[config.mk]
export PLATFORM = sky130hd
export DESIGN_NAME = gpin_qualifier
export DESIGN_NICKNAME = d
export VERILOG_FILES = /design/src/rtl/gpq_pkg.sv /design/src/rtl/gpq_sync.sv /design/src/rtl/gpq_divider.sv /design/src/rtl/gpq_pin_filter.sv /design/src/rtl/gpin_qualifier.sv
export SDC_FILE = /design/constraint.sdc
export NUM_CORES = 1
export LEC_CHECK = 0
export BUFFER_PORTS_ARGS = -buffer_cell sky130_fd_sc_hd__buf_4
export CORE_MARGIN = 3
export CORE_UTILIZATION = 60
export DETAILED_ROUTE_END_ITERATION = 16
export GPL_ROUTABILITY_DRIVEN = 1
export GPL_TIMING_DRIVEN = 1
export PLACE_DENSITY = 0.82
export SYNTH_ARGS = -nofsm -noshare
export SYNTH_HDL_FRONTEND = slang
export SYNTH_SLANG_ARGS = --single-unit
[constraint.sdc]
create_clock -name clk -period 3.43 [get_ports clk]
set_clock_uncertainty 0.15 [all_clocks]
set_input_delay 0.686 -clock clk [delete_from_list [all_inputs] [get_ports clk]]
set_output_delay 0.686 -clock clk [all_outputs]
set_load 0.01 [all_outputs]
[src/rtl/gpq_pkg.sv]
`timescale 1ns/1ps
package gpq_pkg;

  // Decision taken by a pin filter for its output register this cycle.
  typedef enum logic [1:0] {
    QA_HOLD   = 2'd0,
    QA_SET_LO = 2'd1,
    QA_SET_HI = 2'd2,
    QA_FOLLOW = 2'd3
  } qual_act_e;

endpackage

[src/rtl/gpq_sync.sv]
`timescale 1ns/1ps
module gpq_sync #(
  parameter int WIDTH  = 8,
  parameter int STAGES = 2
) (
  input  logic             clk,
  input  logic             rst_n,
  input  logic [WIDTH-1:0] din,
  output logic [WIDTH-1:0] dout
);

  logic [WIDTH-1:0] stg_q [STAGES];

  always_ff @(posedge clk or negedge rst_n) begin
    if (!rst_n) begin
      for (int i = 0; i < STAGES; i++) stg_q[i] <= '0;
    end else begin
      stg_q[0] <= din;
      for (int i = 1; i < STAGES; i++) stg_q[i] <= stg_q[i-1];
    end
  end

  assign dout = stg_q[STAGES-1];

endmodule

[src/rtl/gpq_divider.sv]
`timescale 1ns/1ps
module gpq_divider #(
  parameter int PERIOD_W = 8
) (
  input  logic                clk,
  input  logic                rst_n,
  input  logic [PERIOD_W-1:0] period,
  output logic                strobe,
  output logic                bypass
);

  localparam int CW = PERIOD_W + 1;

  logic [PERIOD_W-1:0] per_q;
  logic [CW-1:0]       cnt_q, cnt_d;
  logic [CW-1:0]       lim;
  logic                changed, at_lim;

  // Next-state logic
  always_comb begin
    changed = (period != per_q);
    bypass  = (period == '0);
    lim     = {period, 1'b0} - CW'(1);
    at_lim  = (cnt_q == lim);
    strobe  = !changed && !bypass && at_lim;
    if (changed || bypass || at_lim) cnt_d = '0;
    else                             cnt_d = cnt_q + CW'(1);
  end

  // Registers
  always_ff @(posedge clk or negedge rst_n) begin
    if (!rst_n) begin
      per_q <= '0;
      cnt_q <= '0;
    end else begin
      per_q <= period;
      cnt_q <= cnt_d;
    end
  end

  // Strobes never fall on adjacent cycles (interval is at least 2)
  assert_strobe_gap_R4: assert property (@(posedge clk) disable iff (!rst_n)
    strobe |=> !strobe);

  // A period change restarts the count: no strobe on the following cycle
  assert_restart_quiet_R8: assert property (@(posedge clk) disable iff (!rst_n)
    (period != $past(period)) |-> !strobe);

  // Bypass never produces a strobe
  assert_no_strobe_bypass_R2: assert property (@(posedge clk) disable iff (!rst_n)
    bypass |-> !strobe);

endmodule

[src/rtl/gpq_pin_filter.sv]
`timescale 1ns/1ps
module gpq_pin_filter
  import gpq_pkg::*;
#(
  parameter int HIST_LEN = 6
) (
  input  logic clk,
  input  logic rst_n,
  input  logic samp,
  input  logic strobe,
  input  logic bypass,
  output logic q
);

  logic [HIST_LEN-1:0] hist_q, hist_d;
  logic                q_q, q_d;
  logic                hist_en;
  qual_act_e           act;

  // Next-state logic
  always_comb begin
    hist_en = strobe && !bypass;
    hist_d  = hist_en ? {hist_q[HIST_LEN-2:0], samp} : hist_q;
    if (bypass)                 act = QA_FOLLOW;
    else if (hist_en && &hist_d)  act = QA_SET_HI;
    else if (hist_en && ~|hist_d) act = QA_SET_LO;
    else                        act = QA_HOLD;
    case (act)
      QA_FOLLOW: q_d = samp;
      QA_SET_HI: q_d = 1'b1;
      QA_SET_LO: q_d = 1'b0;
      default:   q_d = q_q;
    endcase
  end

  // Registers
  always_ff @(posedge clk or negedge rst_n) begin
    if (!rst_n) begin
      hist_q <= '0;
      q_q    <= 1'b0;
    end else begin
      if (hist_en) hist_q <= hist_d;
      q_q <= q_d;
    end
  end

  assign q = q_q;

  // Filtered output moves only on a strobe cycle
  assert_move_on_strobe_R5: assert property (@(posedge clk) disable iff (!rst_n)
    (!bypass && !strobe) |=> $stable(q));

  // A new level needs the newest sample to match it
  assert_new_level_sampled_R5: assert property (@(posedge clk) disable iff (!rst_n)
    (!bypass && strobe && (samp == q)) |=> $stable(q));

endmodule

[src/rtl/gpin_qualifier.sv]
`timescale 1ns/1ps
module gpin_qualifier #(
  parameter int NUM_PINS    = 8,
  parameter int PERIOD_W    = 8,
  parameter int SYNC_STAGES = 2,
  parameter int HIST_LEN    = 6
) (
  input  logic                clk,
  input  logic                rst_n,
  input  logic [NUM_PINS-1:0] pin_raw,
  input  logic [PERIOD_W-1:0] qual_period,
  output logic [NUM_PINS-1:0] pin_qual
);

  localparam int LAT = SYNC_STAGES + 1;

  logic [NUM_PINS-1:0] pin_sync;
  logic                strobe, bypass;

  gpq_sync #(.WIDTH(NUM_PINS), .STAGES(SYNC_STAGES)) u_sync (
    .clk   (clk),
    .rst_n (rst_n),
    .din   (pin_raw),
    .dout  (pin_sync)
  );

  gpq_divider #(.PERIOD_W(PERIOD_W)) u_div (
    .clk    (clk),
    .rst_n  (rst_n),
    .period (qual_period),
    .strobe (strobe),
    .bypass (bypass)
  );

  for (genvar p = 0; p < NUM_PINS; p++) begin : g_pin
    gpq_pin_filter #(.HIST_LEN(HIST_LEN)) u_filt (
      .clk    (clk),
      .rst_n  (rst_n),
      .samp   (pin_sync[p]),
      .strobe (strobe),
      .bypass (bypass),
      .q      (pin_qual[p])
    );
  end

  // Edges since reset release, saturating, for the latency check below
  logic [3:0] age_q;
  always_ff @(posedge clk or negedge rst_n) begin
    if (!rst_n)                 age_q <= '0;
    else if (age_q != 4'(LAT + 1)) age_q <= age_q + 4'd1;
  end

  // Bypass: output equals the raw input LAT edges earlier
  assert_bypass_latency_R2: assert property (@(posedge clk) disable iff (!rst_n)
    (age_q == 4'(LAT + 1) && $past(qual_period) == '0) |-> pin_qual == $past(pin_raw, LAT));

endmodule

==> results.toml <==
[timing]
fmax_ghz = 0.328
rsz0062_at_grt = "false"
setup_slack_ns = 0.377
post-route-period-util = 0.890
worst_pin_slew_ns = 0.985
setup_violations = 0
finalHoldViolations = 0
maxSlewHeadroom = 0.343
drv_slew = 0
min_period_ns = 3.05

[global_routing]
grt_pass1_wl_mm = 11.4
overflow = 0
grt_usage = 0.195
gr-usage-met2 = 0.334
grt.met3_usage = 0.0456
grt_max_degree = 82
first_global_vias = 2507
busiest_layer = "met2"
grt_util_met1 = 0.235
antenna_found_initial = 0

[logic_synthesis]
synth_ff_type = "dfrtp_1"
synth_cell_types = 35
ys_ff_latch = 81
synth.top_cell.area_share = 0.522
synth_edf_count = 0
synthArstFlopShare = 1.00
ys_top_cells_by_count = "dfrtp_1 (81), mux2_1 (37), nor2_1 (21)"
yosysTopAreaCell = "dfrtp_1"
netlist_instances = 322
synthesis.area_um2 = 3890
ys_seq_area_frac = 0.522
syn_avg_cell_area_um2 = 12.1
synth.net_count = 359
ys_warn_count = 0
yosysMostFrequentCell = "dfrtp_1"
ys_top_cells_by_area = "dfrtp_1 (52%), mux2_1 (11%), ha_1 (6.1%), xnor2_1 (4.1%), mux2i_1 (2.3%)"

[drt]
routedWlPerCell_um = 15.3
viasPerCell = 5.75
drtAntennaViolNets = 0
dr.first_iter.drc_count = 101
drt_wl_total_mm = 6.50
drc = 0
vias = 2445
firstDrtPassIters = 4

[power_and_ir_drop]
p_seq_frac = 0.544
swShare = 0.229
comb_power_share = 0.065
p_int_w = 0.00142
p_leak_nw = 2.12
peakVddDrop_v = 0.000363
switchingPower_w = 0.000421
p_per_area_nw_per_um2 = 414
p_clk_frac = 0.391

[clock_network]
cts_root_buffer = "clkbuf_8"
h-tree-depth = 3
ctsHoldBuffers = 0
path_clk_slew_ns = 0.08
tritoncts = "built"
clockBufferDepth = 2
clock_latency_ns = 0.35
post_cts_buffers = 0
cts_buffers = 9
cts_sinks = 81
post_cts_resized = 0

[job]
cap_violations = 0

[die]
fp.coreArea_um2 = 6100
start_util = 0.638
io_pins = 26
die_w_um = 86.5
rows = 28
fp.dieH_um = 86.5
dieArea_um2 = 7480

[critical_path]
crit_buf_inv = 3
crit_required_ns = 3.51
worstSetupPathType = "primary input to flop"
worstSetupStartpointType = "primary input"
path_common_cell = "ha_1"
cp_top_family = "compound AO/OA/AOI/OAI gates"
end_kind = "flop"
cpMaxStageDelayCell = "a2111oi_4"
critical-path-max-stage-delay_ns = 0.49
path_cells = "buf_4, inv_1, ha_1, xnor2_1, and4b_1, a41oi_1, a2111oi_4, buf_12, a31oi_1, ha_1, mux2i_1, o21ai_0"
arrival_ns = 3.13
crit_path_max_fanout = 37

[place]
gp_congestion = 0.854
io_buffers = 25
pre_cts_ws_ns = 0.0305
place_area_um2 = 4220
detailed_place_hpwl_mm = 4.50

[hold_path]
hold_class = "flop to flop"

[finish]
fin_area_um2 = 4440
area_growth_pct = 14.2
final_core_util = 0.728
nNetsFinal = 382
num-fill-cells = 423
antennaDiodeCount = 0
drive_gt1_frac = 0.191

[status]
status = "complete, no violations"
==> state kept, by name (all words and copies together), names as in the netlist <==
name	flops
g_pin.u_filt.q	8
g_pin.u_filt.hist_q	40
u_div.per_q	8
u_sync.stg_q	8
u_sync.dout	8
u_div.cnt_q	9
==> routing by layer <==
layer / share of wire / up-vias
met5: 0 / -
met4: 0.020 / 0
met3: 0.034 / 11
met2: 0.51 / 41
met1: 0.43 / 1204
li1: - / 1189
==> layout by cell type (no fill, tap or decap), types with 3 or more instances in the layout <==
master	n
ha_1	14
nor4_1	9
nor3_1	9
a21oi_1	8
ha_4	5
xnor2_1	18
a31oi_4	4
o21ai_0	10
nand4_1	10
dfrtp_1	81
nor2_1	21
a31oi_1	5
nand3_1	4
mux2i_1	9
clkbuf_8	11
nand2_1	17
buf_4	34
mux2_2	3
a21o_1	7
xor2_1	6
mux2_1	37
==> kinds of logic (layout without fill, tap and decap cells) <==
| family | Yosys count | in the layout | synth area share |
|---|---|---|---|
| AO/OA/AOI/OAI | 42 | 42 | 0.0731 |
| flip-flops | 81 | 81 | 0.522 |
| buffers and inverters | 25 | 53 | 0.0441 |
| multiplexers | 49 | 49 | 0.139 |
| XOR/XNOR | 24 | 24 | 0.0541 |
| AND/OR/NAND/NOR | 82 | 82 | 0.107 |
| adder cells (fa/ha/maj) | 19 | 19 | 0.0612 |
==> worst register-to-register path: stages (launching register included) <==
cell and delay, ns:
dfrtp_1 0.38, xnor2_1 0.19, nand4_1 0.12, or3_1 0.46, a2111oi_4 0.44, buf_12 0.27, a31oi_1 0.15, ha_1 0.32
mux2i_1 0.17, o21ai_0 0.09
==> final timing paths <==
kind                                  start                 to  slack [ns]  cells past startpoint
max                          qual_period[1]  g_pin[5].u_filt.q        0.38                     12
min                        u_sync.stg_q[14]     u_sync.dout[6]        0.20                      0
max reg2reg                  u_div.per_q[5]  g_pin[5].u_filt.q        0.57                      9
min reg2reg                u_sync.stg_q[14]     u_sync.dout[6]        0.20                      0
max in group asynchronous             rst_n   u_sync.stg_q[11]        2.15                      1
min in group asynchronous             rst_n  g_pin[5].u_filt.q        0.32                      1
==> cell type report <==
class,instances,area [um^2],area share
sequential,81,2030,0.457
multi-input combinational,216,1820,0.409
timing repair buffer,35,275,0.0620
clock buffer,11,151,0.0341
tap,75,93.8,0.0211
clock inverter,5,62.6,0.0141
inverter,2,12.5,0.00282
==> per-stage QoR <==
step | std cells | hold WS (ns) | TNS, ns | power [W]
6_report | 425 | 0.196 | 0 | 0.00184
5_1_grt | 425 | 0.203 | 0 | 0.00191
4_1_cts | 425 | 0.194 | 0 | 0.00186
3_5_place_dp | 409 | 0.185 | 0 | 0.00114
3_3_place_gp | 409 | 0.182 | 0 | 0.00113
2_1_floorplan | 322 | 0.181 | -0.751 | 0.00109
==> power by group through the flow <==
stage / registers (W) / clock network [W] / logic, W
detailed placement: 0.00102 / 0 / 0.000122
CTS: 0.000999 / 0.000741 / 0.000122
finish: 0.000999 / 0.000717 / 0.000120
floorplan: 0.00101 / 0 / 0.0000761
global route: 0.00100 / 0.000776 / 0.000133
global placement: 0.00102 / 0 / 0.000118
No activity file was read; power rests on OpenSTA's default activity.
